[src/rtl/recur_pkg.sv]
package recur_pkg;

    typedef enum logic [1:0] {
        ST_IDLE,
        ST_CALC,
        ST_WAIT,
        ST_FINISH
    } ctl_state_e;

    localparam int HIST_DEPTH = 4;

    // Fixed opening terms, index 1 to 4; other indices give 0.
    function automatic logic [7:0] seed_term(input logic [2:0] idx);
        case (idx)
            3'd1:    return 8'd2;
            3'd2:    return 8'd1;
            3'd3:    return 8'd3;
            3'd4:    return 8'd4;
            default: return 8'd0;
        endcase
    endfunction

endpackage

[src/rtl/recur_div.sv]
module recur_div #(
    parameter int NUM_W = 18,
    parameter int DEN_W = 16
) (
    input  logic             clk,
    input  logic             rst_n,
    input  logic             go,
    input  logic [NUM_W-1:0] dividend,
    input  logic [DEN_W-1:0] divisor,
    output logic             fin,
    output logic [NUM_W-1:0] quot
);
    localparam int CNT_W = $clog2(NUM_W + 1);

    typedef struct packed {
        logic             run;
        logic             fin;
        logic [CNT_W-1:0] cnt;
        logic [DEN_W:0]   rem;
        logic [NUM_W-1:0] quo;
        logic [DEN_W-1:0] dvs;
    } div_state_t;

    div_state_t s_d, s_q;
    logic [DEN_W:0] trial;

    always_comb begin
        s_d   = s_q;
        s_d.fin = 1'b0;
        trial = {s_q.rem[DEN_W-1:0], s_q.quo[NUM_W-1]};
        if (go && !s_q.run) begin
            s_d.run = 1'b1;
            s_d.cnt = '0;
            s_d.rem = '0;
            s_d.quo = dividend;
            s_d.dvs = divisor;
        end else if (s_q.run) begin
            if (trial >= {1'b0, s_q.dvs}) begin
                s_d.rem = trial - {1'b0, s_q.dvs};
                s_d.quo = {s_q.quo[NUM_W-2:0], 1'b1};
            end else begin
                s_d.rem = trial;
                s_d.quo = {s_q.quo[NUM_W-2:0], 1'b0};
            end
            s_d.cnt = s_q.cnt + 1'b1;
            if (s_q.cnt == CNT_W'(NUM_W - 1)) begin
                s_d.run = 1'b0;
                s_d.fin = 1'b1;
            end
        end
    end

    always_ff @(posedge clk or negedge rst_n) begin
        if (!rst_n) s_q <= '0;
        else        s_q <= s_d;
    end

    assign fin  = s_q.fin;
    assign quot = s_q.quo;

endmodule

[src/rtl/recur_win.sv]
module recur_win
    import recur_pkg::*;
#(
    parameter int DATA_W = 16
) (
    input  logic              clk,
    input  logic              rst_n,
    input  logic              load,
    input  logic              shift,
    input  logic [DATA_W-1:0] new_term,
    output logic [DATA_W-1:0] taps [HIST_DEPTH]
);
    // taps[0] is the oldest entry, taps[HIST_DEPTH-1] the newest.
    logic [DATA_W-1:0] h_d [HIST_DEPTH];
    logic [DATA_W-1:0] h_q [HIST_DEPTH];

    always_comb begin
        for (int i = 0; i < HIST_DEPTH; i++) begin
            h_d[i] = h_q[i];
            if (load)
                h_d[i] = DATA_W'(seed_term(3'(i + 1)));
            else if (shift)
                h_d[i] = (i == HIST_DEPTH - 1) ? new_term : h_q[(i + 1) % HIST_DEPTH];
        end
    end

    always_ff @(posedge clk or negedge rst_n) begin
        if (!rst_n) begin
            for (int i = 0; i < HIST_DEPTH; i++) h_q[i] <= '0;
        end else begin
            for (int i = 0; i < HIST_DEPTH; i++) h_q[i] <= h_d[i];
        end
    end

    assign taps = h_q;

endmodule

[src/rtl/recur_eval.sv]
module recur_eval
    import recur_pkg::*;
#(
    parameter int DATA_W = 16
) (
    input  logic              clk,
    input  logic              rst_n,
    input  logic              start,
    input  logic [DATA_W-1:0] loc_rdata,
    output logic              busy,
    output logic              done,
    output logic              loc_we,
    output logic [DATA_W-1:0] loc_wdata,
    output logic              err_div0,
    output logic              bad_index
);
    localparam int SUM_W = DATA_W + 2;

    typedef struct packed {
        ctl_state_e        st;
        logic [DATA_W-1:0] k;
        logic [DATA_W-1:0] n;
        logic [DATA_W-1:0] result;
        logic              div0;
        logic              badidx;
    } ctl_t;

    ctl_t r_d, r_q;

    logic              win_load, win_shift, div_go, div_fin;
    logic [DATA_W-1:0] taps [HIST_DEPTH];
    logic [SUM_W-1:0]  sum3, quot;

    recur_win #(.DATA_W(DATA_W)) u_win (
        .clk      (clk),
        .rst_n    (rst_n),
        .load     (win_load),
        .shift    (win_shift),
        .new_term (quot[DATA_W-1:0]),
        .taps     (taps)
    );

    assign sum3 = SUM_W'(taps[1]) + SUM_W'(taps[2]) + SUM_W'(taps[3]);

    recur_div #(.NUM_W(SUM_W), .DEN_W(DATA_W)) u_div (
        .clk      (clk),
        .rst_n    (rst_n),
        .go       (div_go),
        .dividend (sum3),
        .divisor  (taps[0]),
        .fin      (div_fin),
        .quot     (quot)
    );

    always_comb begin
        r_d       = r_q;
        win_load  = 1'b0;
        win_shift = 1'b0;
        div_go    = 1'b0;
        case (r_q.st)
            ST_IDLE: begin
                if (start) begin
                    r_d.k      = loc_rdata;
                    r_d.n      = DATA_W'(HIST_DEPTH);
                    r_d.div0   = 1'b0;
                    r_d.badidx = 1'b0;
                    win_load   = 1'b1;
                    if (loc_rdata <= DATA_W'(HIST_DEPTH)) begin
                        r_d.badidx = 1'b1;
                        r_d.result = (loc_rdata == '0) ? '1
                                   : DATA_W'(seed_term(loc_rdata[2:0]));
                        r_d.st     = ST_FINISH;
                    end else begin
                        r_d.st     = ST_CALC;
                    end
                end
            end
            ST_CALC: begin
                if (taps[0] == '0) begin
                    r_d.div0   = 1'b1;
                    r_d.result = '1;
                    r_d.st     = ST_FINISH;
                end else begin
                    div_go = 1'b1;
                    r_d.st = ST_WAIT;
                end
            end
            ST_WAIT: begin
                if (div_fin) begin
                    win_shift = 1'b1;
                    r_d.n     = r_q.n + 1'b1;
                    if (r_q.n + 1'b1 == r_q.k) begin
                        r_d.result = quot[DATA_W-1:0];
                        r_d.st     = ST_FINISH;
                    end else begin
                        r_d.st     = ST_CALC;
                    end
                end
            end
            default: r_d.st = ST_IDLE;
        endcase
    end

    always_ff @(posedge clk or negedge rst_n) begin
        if (!rst_n) r_q <= '{st: ST_IDLE, default: '0};
        else        r_q <= r_d;
    end

    assign busy      = (r_q.st != ST_IDLE);
    assign done      = (r_q.st == ST_FINISH);
    assign loc_we    = done;
    assign loc_wdata = r_q.result;
    assign err_div0  = r_q.div0;
    assign bad_index = r_q.badidx;

endmodule

[config.mk]
export PLATFORM = sky130hd
export DESIGN_NAME = recur_eval
export DESIGN_NICKNAME = d
export VERILOG_FILES = /design/src/rtl/recur_pkg.sv /design/src/rtl/recur_div.sv /design/src/rtl/recur_win.sv /design/src/rtl/recur_eval.sv
export SDC_FILE = /design/constraint.sdc
export NUM_CORES = 1
export LEC_CHECK = 0
export BUFFER_PORTS_ARGS = -buffer_cell sky130_fd_sc_hd__buf_2
export CAP_MARGIN = 5
export CORE_MARGIN = 2
export CORE_UTILIZATION = 50
export DETAILED_ROUTE_END_ITERATION = 8
export GPL_ROUTABILITY_DRIVEN = 0
export PLACE_DENSITY_LB_ADDON = 0.1
export SYNTH_ARGS = -nofsm -noshare
export SYNTH_HDL_FRONTEND = slang
export SYNTH_SLANG_ARGS = --single-unit
[constraint.sdc]
create_clock -name clk -period 7.4 [get_ports clk]
set_input_delay 1.11 -clock clk [delete_from_list [all_inputs] [get_ports clk]]
set_output_delay 1.11 -clock clk [all_outputs]
set_load 0.01 [all_outputs]
# [Yosys cells after proc, flatten, opt, wreduce, memory -nomap -nowiden]
# Index checks and enable logic that the tools add are counted.
[word_totals] register_bits=173 latch_bits=0 mem_bits_rw=0 romBits=0 in_bits=19 output_inout_bits=21 word_cells=89 n_memories=0
[op_classes] add_sub_neg=5 n_mul=0 n_div=0 magnitude_cmp=2 eq_ne=14 n_shift=0 muxes=36 n_bitwise=0 reduce_logical=16
[op_table] op="16-bit 2-to-1 mux" count=11
[op_table] op="52-bit 2-to-1 mux" count=1
[op_table] op="16-bit one-hot mux with 3 select lines" count=1
[op_table] op="42-bit 2-to-1 mux" count=1
[op_table] op="40-bit 2-to-1 mux" count=1
[op_table] op="35-bit 2-to-1 mux" count=1
[op_table] op="16-bit logical NOT" count=2
[op_table] op="32-bit 2-to-1 mux" count=1
[op_table] op="16-bit one-hot mux with 2 select lines" count=1
[op_table] op="17-bit by 16-bit adder with 18-bit output" count=1
[op_table] op="16-bit by 16-bit adder with 17-bit output" count=1
[op_table] op="17-bit by 16-bit greater-or-equal comparator with 1-bit output" count=1
[op_table] op="17-bit 2-to-1 mux" count=1
[op_table] op="17-bit by 16-bit subtractor with 17-bit output" count=1
[op_table] op="16-bit by 1-bit adder with 16-bit output (second input constant)" count=1
[op_table] op="16-bit == test" count=1
[op_table] op="16-bit by 3-bit less-or-equal comparator with 1-bit output (second input constant)" count=1
[op_table] op="3-bit one-hot mux with 4 select lines" count=1
[op_table] op="1-bit 2-to-1 mux" count=10
[op_table] op="2-bit nonzero test" count=5
[op_table] op="2-bit 2-to-1 mux" count=4
[op_table] op="2-bit inequality test (second input constant)" count=4
[op_table] op="3-bit by 2-bit == test with 1-bit output (second input constant)" count=2
[op_table] op="2-bit one-hot mux with 3 select lines" count=1
[op_table] op="other kinds (15)" count=18

# [Depth between registers and ports, before layout]
# Gate-level depths: netlist of run 1.
[depth] depth_word=6 mapped_depth=13 ltp_nobuf=13

# [Modules after synthesis]
# Synthesis of run 1 repeated with hierarchy kept, for this count alone.
[unflattened] cells_unflattened=1004 area_unflattened_um2=10376.2
[modules_own_cells] module="recur_eval" n_inst=1 cells_each=431 area_per_inst_um2=4239.1 seq_area_each_um2=1301.2
[modules_own_cells] module="recur_div" n_inst=1 cells_each=367 area_per_inst_um2=3472.1 seq_area_each_um2=1426.4
[modules_own_cells] module="recur_win" n_inst=1 cells_each=206 area_per_inst_um2=2665.1 seq_area_each_um2=1601.5

# [Worst setup path before layout of run 1]
# OpenSTA, ideal clock, no wires.
[synth_path] path_kind="reg-to-reg" startpoint="register u_win.h_q, in the netlist u_win.taps[1]" endpoint="register u_div.s_q, in the netlist u_div.quot[15]" setup_ps=83 t_arrival_ps=3168 required_time_ps=7317 slack_ps=4150 path_stages_with_launch=12 path_buffers=0 period_less_slack_ps=3250 path_cell_list="dfrtp_1 fa_1 ha_1 fa_1 a21oi_1 o21ai_0 a2111oi_0 o21ai_0 o41ai_1 xnor2_1 mux2i_1 o21ai_0"
[synth_via] elab_chain_cells=2
[synth_lines] element="start, declared" line="recur_win.sv:15" text="logic [DATA_W-1:0] h_q [HIST_DEPTH];"
[synth_lines] element="17-bit by 16-bit adder with 18-bit output" line="recur_eval.sv:43" text="assign sum3 = SUM_W'(taps[1]) + SUM_W'(taps[2]) + SUM_W'(taps[3]);"
[synth_lines] element="40-bit 2-to-1 mux" line="recur_div.sv:31" text="if (go && !s_q.run) begin"
[synth_lines] element="end signal, assigned" line="recur_div.sv:54" text="if (!rst_n) s_q <= '0;"
[synth_lines] element="end signal, assigned" line="recur_div.sv:55" text="else s_q <= s_d;"
[synth_lines] element="end, declared" line="recur_div.sv:24" text="div_state_t s_d, s_q;"
# Every way passes these cells.
# A chain may end at the register's enable or synchronous reset.

# [Final worst setup path of run 1]
# Ends and elaborated chain as after synthesis.

==> results.md, run 1 <==
* Critical Path RT at slightly below 8 ns
* Post-synth top area share at ~44%
* Area Growth Syn to Fin at 7.99%
* # setup viols final at 0
* Worst-margin pin slew at about 1.1 ns
* ANT nets after route at 0
* Power, Total at between 4 and 5 mW
* Final Max Slew Viols at 0
* Yosys warns at 0
* Cts repair resizes at 0
* DIE AREA at roughly 21,000 µm²
* Most common cell after layout, fill and taps aside: nand2_1
* Min setup slack post-route at 3.68 ns
* Syn avg cell area at roughly 9 µm²
* Mapped Cells at about 1,100
* CTS Hold Bufs at 0
* Crit start category: register
* Critical Path Sink Type: register
* Nets at roughly 1,200
* Initial Util at 50.9%
* Ys flop type: dfrtp_1
* Core area at 19,400 µm²
* Top post-synthesis cells by area: dfrtp_1 44%, nand2_1 10%, a21oi_1 6.1%, ha_1 4.8%, o21ai_0 4.8%
* Synth Net Count at between 1,000 and 1,500
* # rows at 51
* Clock Sinks at roughly 170
* Critical path's most frequent cell: o21ai_0
* CP max FO at 4
* Setup_tns at 0 ns
* Final instance area at between 10,000 and 15,000 µm²
* Die width at 145 µm
* Per-cell routed wire length at around 16 µm
* Initial antenna violation count at 0
* Io pins at 40
* Largest net degree at the start of global routing at just under 100
* RSZ-0062 raised after global routing: no
* Vias at ~7,300
* Post-synth ARST share at 100%
* Clk_lat worst skew at about 0.43 ns
* Crit path kind: register to register
* Commonest cells after routing, fill and taps aside: 261 x nand2_1, 173 x dfrtp_1, 120 x a21oi_1
* Final Hold Fails at 0
* Number of global-route vias before repair at roughly 7,000
* DP HPWL at 14,400 µm
* GRT overflow at 0
* DRC violations left at 0
* Seq cells post-synth at between 150 and 200
* Share of layout cells above drive strength 1 at about a tenth
* Sequential fraction of the synthesis area at 43.8%
* VDD IR max at between 0.00015 and 0.0002 V
* Max-slew headroom at about a quarter
* Delay-heaviest family, CP: compound AO/OA/AOI/OAI gates
* Die H at between 100 and 150 µm
* Input/output buffers at 39
* Leading area contributor after synthesis: dfrtp_1
* Reg clk slew, reported paths at 0.07 ns
* Leakage power at a little under 5 nW
* Antenna cell count at 0
* Clock Path Buffers at 2
* Register Area at around 4300 µm²
* Global-route wire length before repair at about 36,000 µm
* Inserted Clock Buffers at 17
* 1st-pass router iterations at 5
* Bufs and invs on worst path at 0
* Final period util at approximately half
* Fillers at 1,813
* Status: finished, final reports clean
* Clock Skews at roughly 0.010 ns
* CTS tree: done
* Initial DRC count at about 410
* H-tree depth at 4
* Total of max-cap violations at 0
* HP Class: register to register
* Post-DP Area at 10,100 µm²
* Number of post-CTS setup repair buffers at 0
* Final worst path period need at ~3.7 ns
* Routed vias/inst at 5.35
* Critical-path top delay cell: a2111oi_0
* Gr usage total at between 20% and 30%
* Max stage delay on crit path at ~0.56 ns
* Synth Cell Area at roughly 9900 µm²
* Count of cell types in the netlist at 58
* Pwr/cell area at 386 nW/µm²
* Worst hold margin at 0.483 ns
* Clock Root Buffer: clkbuf_16
* Max Freq at about 270 MHz
* CP cell instances: fa_1 > ha_1 > fa_1 > a21oi_1 > o21ai_0 > a2111oi_0 > o21ai_0 > o41ai_1 > xnor2_1 > mux2i_1 > o21ai_0
* Multi-input gate area at approximately 5000 µm²
* Pre-CTS WS at ~3.6 ns
* Number of synthesized flops with an enable pin at 0
* Worst path arrival time at between 4 and 5 ns
* Total Wirelength at between 20,000 and 25,000 µm
-- cell usage after synthesis, types with 7 or more instances --
cell type	number
nor4_1	9
dfrtp_1	173
fa_1	18
nand3_1	22
xnor2_1	34
mux2_4	10
nor2_1	43
o211ai_1	7
inv_1	35
o21ai_0	94
nand2_1	262
ha_1	38
a21oi_1	120
xor2_1	17
and2_1	7
buf_1	9
mux2_2	11
mux2i_1	19
buf_4	18
clkbuf_1	45
a21o_1	9
o41ai_1	7
-- metal layers --
metal | wire (µm) | track usage [%] | up-vias
li1 | - | - | 3710
met1 | 10400 | 30.3 | 3469
met2 | 9960 | 35.0 | 89
met3 | 517 | 3.77 | 30
met4 | 532 | 7.87 | 0
met5 | 0 | 0 | -
-- worst reg2reg max path, delay by kind of cell (launching register included) --
| kind | cells | cell delay, ns |
|---|---|---|
| flops | 1 | 0.41 |
| fa+ha+maj | 3 | 1.15 |
| xor+xnor | 1 | 0.18 |
| compound gates | 6 | 1.80 |
| mux | 1 | 0.08 |
-- logic make-up (layout without fill, tap and decap cells) --
group,count (synthesis),count (layout),share of synthesized area [%]
buffers and inverters,112,113,5.22
adders and majority gates,56,56,8.46
DFF,173,173,43.8
AOI/OAI and AO/OA,277,277,16.0
muxes,40,40,4.70
xor gates and xnor gates,52,52,4.76
and+or+nand+nor,387,387,17.0
-- power by group --
group          internal (mW)  leakage [nW]  switching [mW]
logic                  0.802          2.41            1.01
registers               1.20          2.25           0.214
clock network          0.460         0.285           0.431
total                   2.46          4.95            1.65
-- registers in the layout, indices dropped and copies added, names as in the netlist --
register / flops
loc_wdata: 16
bad_index: 1
u_div.s_q: 38
u_div.fin: 1
err_div0: 1
u_div.quot: 18
u_win.taps: 64
r_q: 34
-- cell type report --
class	count	share of cell area, %
multi-input combinational	812	47.3
sequential	173	40.6
clock buffer	18	4.12
timing repair buffer	46	2.38
tap	265	3.11
inverter	35	1.23
clock inverter	14	1.33
-- metrics by stage --
stage	utilization [%]	std cells
floorplan	-	1097
global placement	52.0	1331
detailed placement	52.0	1331
CTS	55.0	1363
global route	55.0	1363
finish	55.0	1363
-- final timing paths --
path                                                start                         end  slack (ns)  cells after the start
min in group asynchronous                           rst_n         r_q[47]$_DFFE_PN0P_        0.77                      1
worst min register to register      bad_index$_DFFE_PN0P_       bad_index$_DFFE_PN0P_        0.48                      2
worst min-delay path                bad_index$_DFFE_PN0P_       bad_index$_DFFE_PN0P_        0.48                      2
worst max-delay path            u_win.taps[1]$_DFFE_PN0P_  u_div.quot[15]$_DFFE_PN0P_        3.68                     11
worst max register to register  u_win.taps[1]$_DFFE_PN0P_  u_div.quot[15]$_DFFE_PN0P_        3.68                     11
max in group asynchronous                           rst_n         r_q[22]$_DFFE_PN0P_        5.07                      2
(Power assumes the default switching activity.)
==> run 2: changes to the inputs <==
--- a/config.mk
+++ b/config.mk
@@ -5,6 +5,7 @@
 export SDC_FILE = /design/constraint.sdc
 export NUM_CORES = 1
 export LEC_CHECK = 0
+export ABC_AREA = 1
 export BUFFER_PORTS_ARGS = -buffer_cell sky130_fd_sc_hd__buf_2
 export CAP_MARGIN = 5
 export CORE_MARGIN = 2
==> constraint.sdc (replaced) <==
create_clock -name clk -period 3.3 [get_ports clk]
set_input_delay 0.495 -clock clk [delete_from_list [all_inputs] [get_ports clk]]
set_output_delay 0.495 -clock clk [all_outputs]
set_load 0.01 [all_outputs]
==> run 2 against run 1 <==
Effect of this change:
- sequential share of layout area is 1.1 points lower
- combinational power grew to 2.8 times the previous value
- register-to-register slack worse by 3.2 ns
- via count is 15% higher
- power grew to 2.6 times the previous value
- critical endpoint unchanged
- largest power group unchanged
- highest routed layer unchanged
==> results.md, run 2 <==
* Status: finished, final reports clean
* Multiplexer area fraction after synthesis at 0%
* Combinational power share at between 40 and 50%
* Leakage power at between 5 and 6 nW
* Vias at between 8,000 and 9,000
* CTS tree: done
* Reg clk slew, reported paths at 0.07 ns
* Commonest cells post-synth: 384 x nand2_1, 173 x dfrtp_1, 109 x o21ai_0, 105 x inv_1, 104 x nor2_1
* RR Startpoint: u_win.taps[1]$_DFFE_PN0P_
* Critical Path Sink Type: register
* Post-synthesis compound-gate area fraction at a little under an eighth
* Final worst path period need at 2.86 ns
* Leading area contributor after synthesis: dfrtp_1
* Number of post-CTS setup repair buffers at 0
* HP Class: primary input to async pin
* VDD IR max at about 0.00040 V
* DIE AREA at 21,200 µm²
* Pwr/cell area at approximately 960 nW/µm²
* Worst path arrival time at 3.23 ns
* Crit start category: register
* Area Growth Syn to Fin at 9.53%
* Setup_tns at 0 ns
* Initial DRC count at a little under 500
* Sequential fraction of the synthesis area at a little over two fifths
* CP cell instances: fa_1 > ha_1 > fa_1 > nand2_1 > nand2_1 > o21ai_0 > o21ai_0 > a21boi_0 > buf_4 > o21bai_1 > nand2_1 > nand2_1 > nand2_1 > nand3_1 > nand2_1
* Global-route wire length before repair at approximately 40,000 µm
* Reg2Reg Depth at 15
* NetSw at between 4 and 5 mW
* Antenna cell count at 0
* Sw Share at 43.8%
* H-tree depth at 4
* Die width at 145 µm
* DRC violations left at 0
* Max stage delay on crit path at 0.48 ns
* Io pins at 40
* Clock Root Buffer: clkbuf_16
* Commonest cells after routing, fill and taps aside: 382 x nand2_1, 173 x dfrtp_1, 109 x o21ai_0
* Combinational family with the most area after synthesis: simple AND/OR/NAND/NOR gates
* RSZ-0062 raised after global routing: no
* Register-to-register setup slack at 0.44 ns
* Total Wirelength at 24,000 µm
* Nets at approximately 1,400
* Post-synth ARST share at 100%
* GRT overflow at 0
* Routed vias/inst at between 5 and 6
* Critical path's most frequent cell: nand2_1
* Yosys warns at 0
* Synth Cell Area at around 10,000 µm²
* Most common cell in the synthesized netlist: nand2_1
* Ys flop type: dfrtp_1
* Fin util at a little under three fifths
* RR Endpoint: u_div.quot[15]$_DFFE_PN0P_
* Final Hold Fails at 0
* Most common cell after layout, fill and taps aside: nand2_1
* Number of synthesized flops with an enable pin at 0
* Initial antenna violation count at 0
* # setup viols final at 0
* Core area at about 20,000 µm²
* Pre-CTS WS at 0.457 ns
* Reg power frac at 32.6%
* CP max FO at 4
* Post-synth top area share at 43.3%
* Crit path kind: register to register
* Critical Path RT at roughly 3.7 ns
* Initial Util at just over 50%
* Die H at 145 µm
* Cts repair resizes at 0
* Worst hold margin at 0.0768 ns
* Mapped Cells at ~1,300
* Clock Sinks at around 170
* Top post-synthesis cells by area: dfrtp_1 43%, nand2_1 14%, o21ai_0 5.5%, nand3_1 5.0%, ha_1 4.8%
* Clock Skews at between 0.01 and 0.015 ns
* ANT nets after route at 0
* Clock power share at 19.5%
* XOR/XNOR share of the synthesized area at ~1.8%
* Gr usage total at 23.2%
* # rows at 51
* Max Freq at 349 MHz
* Inserted Clock Buffers at 17
* Per-cell routed wire length at ~15 µm
* Max reg flops at 64
* Synth Net Count at approximately 1,400
* Total of max-cap violations at 0
* Crit path depth at 15
* Count of cell types in the netlist at 46
* Critical-path top delay cell: fa_1
* Share of layout cells above drive strength 1 at just over 8%
* Largest net degree at the start of global routing at 72
* Syn avg cell area at 7.82 µm²
* Seq cells post-synth at ~170
* Final period util at between 80% and 90%
* Post-synthesis adder-cell area fraction at 8.35%
* Min setup slack post-route at between 0.4 and 0.5 ns
* Final Max Slew Viols at 0
* Worst-margin pin slew at 1.09 ns
* Input/output buffers at 39
* CTS Hold Bufs at 0
* Number of global-route vias before repair at ~8,100
* Clk_lat worst skew at between 0.4 and 0.5 ns
* Delay-heaviest family, CP: adder cells
* Bufs and invs on worst path at 1
* 1st-pass router iterations at 5
* Int Pwr at 5.91 mW
* Simple-gate share of the synthesized area at between 20% and 30%
* DP HPWL at about 17,000 µm
* Clock Path Buffers at 2
* Max-slew headroom at a little over a quarter
==> run 2: worst max-delay path by stage <==
stage,start,endpoint,slack [ns]
3_3_place_gp,u_win.taps[1]$_DFFE_PN0P_,u_div.quot[15]$_DFFE_PN0P_,0.52
3_5_place_dp,u_win.taps[1]$_DFFE_PN0P_,u_div.quot[15]$_DFFE_PN0P_,0.46
2_1_floorplan,u_win.taps[1]$_DFFE_PN0P_,u_div.quot[15]$_DFFE_PN0P_,0.59
5_1_grt,u_win.taps[1]$_DFFE_PN0P_,u_div.quot[11]$_DFFE_PN0P_,0.12
6_report,u_win.taps[1]$_DFFE_PN0P_,u_div.quot[15]$_DFFE_PN0P_,0.44
4_1_cts,u_win.taps[1]$_DFFE_PN0P_,u_div.quot[15]$_DFFE_PN0P_,0.45
==> run 2: logic make-up after synthesis <==
family                   after synthesis
XOR/XNOR                              19
adder cells (fa/ha/maj)               56
AND/OR/NAND/NOR                      646
flip-flops                           173
buffers and inverters                174
AO/OA/AOI/OAI                        212
==> run 2: power by group through the flow <==
stage               logic (mW)  registers (mW)  clock network (mW)
floorplan                 3.97            3.31                   0
global placement          4.95            3.45                   0
detailed placement        5.04            3.46                   0
CTS                       5.06            3.43                2.10
global route              5.81            3.53                2.18
finish                    5.04            3.43                2.05
==> run 2: metrics by stage <==
step | cells | power (mW) | instance area (µm²)
after CTS | 1569 | 10.6 | 11000
final | 1569 | 10.5 | 11000
after global routing | 1569 | 11.5 | 11000
after detailed placement | 1537 | 8.50 | 10400
after floorplan | 1280 | 7.28 | 10000
after global placement | 1537 | 8.40 | 10400
==> run 2: metal layers <==
metal  vias up  routed length [µm]  part of all wire [%]  GRT usage (%)
met4         0                 448                   1.9           6.13
li1       4202                   -                     -              -
met1      4027               11400                    48           31.8
met5         -                   0                     0              0
met3        30                 625                   2.6           3.48
met2       135               11500                    48           38.9
==> run 2: cell type report <==
cell class / count / area (µm²)
clock buffer: 19 / 443
clock inverter: 13 / 151
fill: 1883 / 8570
inverter: 109 / 409
multi-input combinational: 933 / 4940
sequential: 173 / 4330
tap: 265 / 332
timing repair buffer: 57 / 349
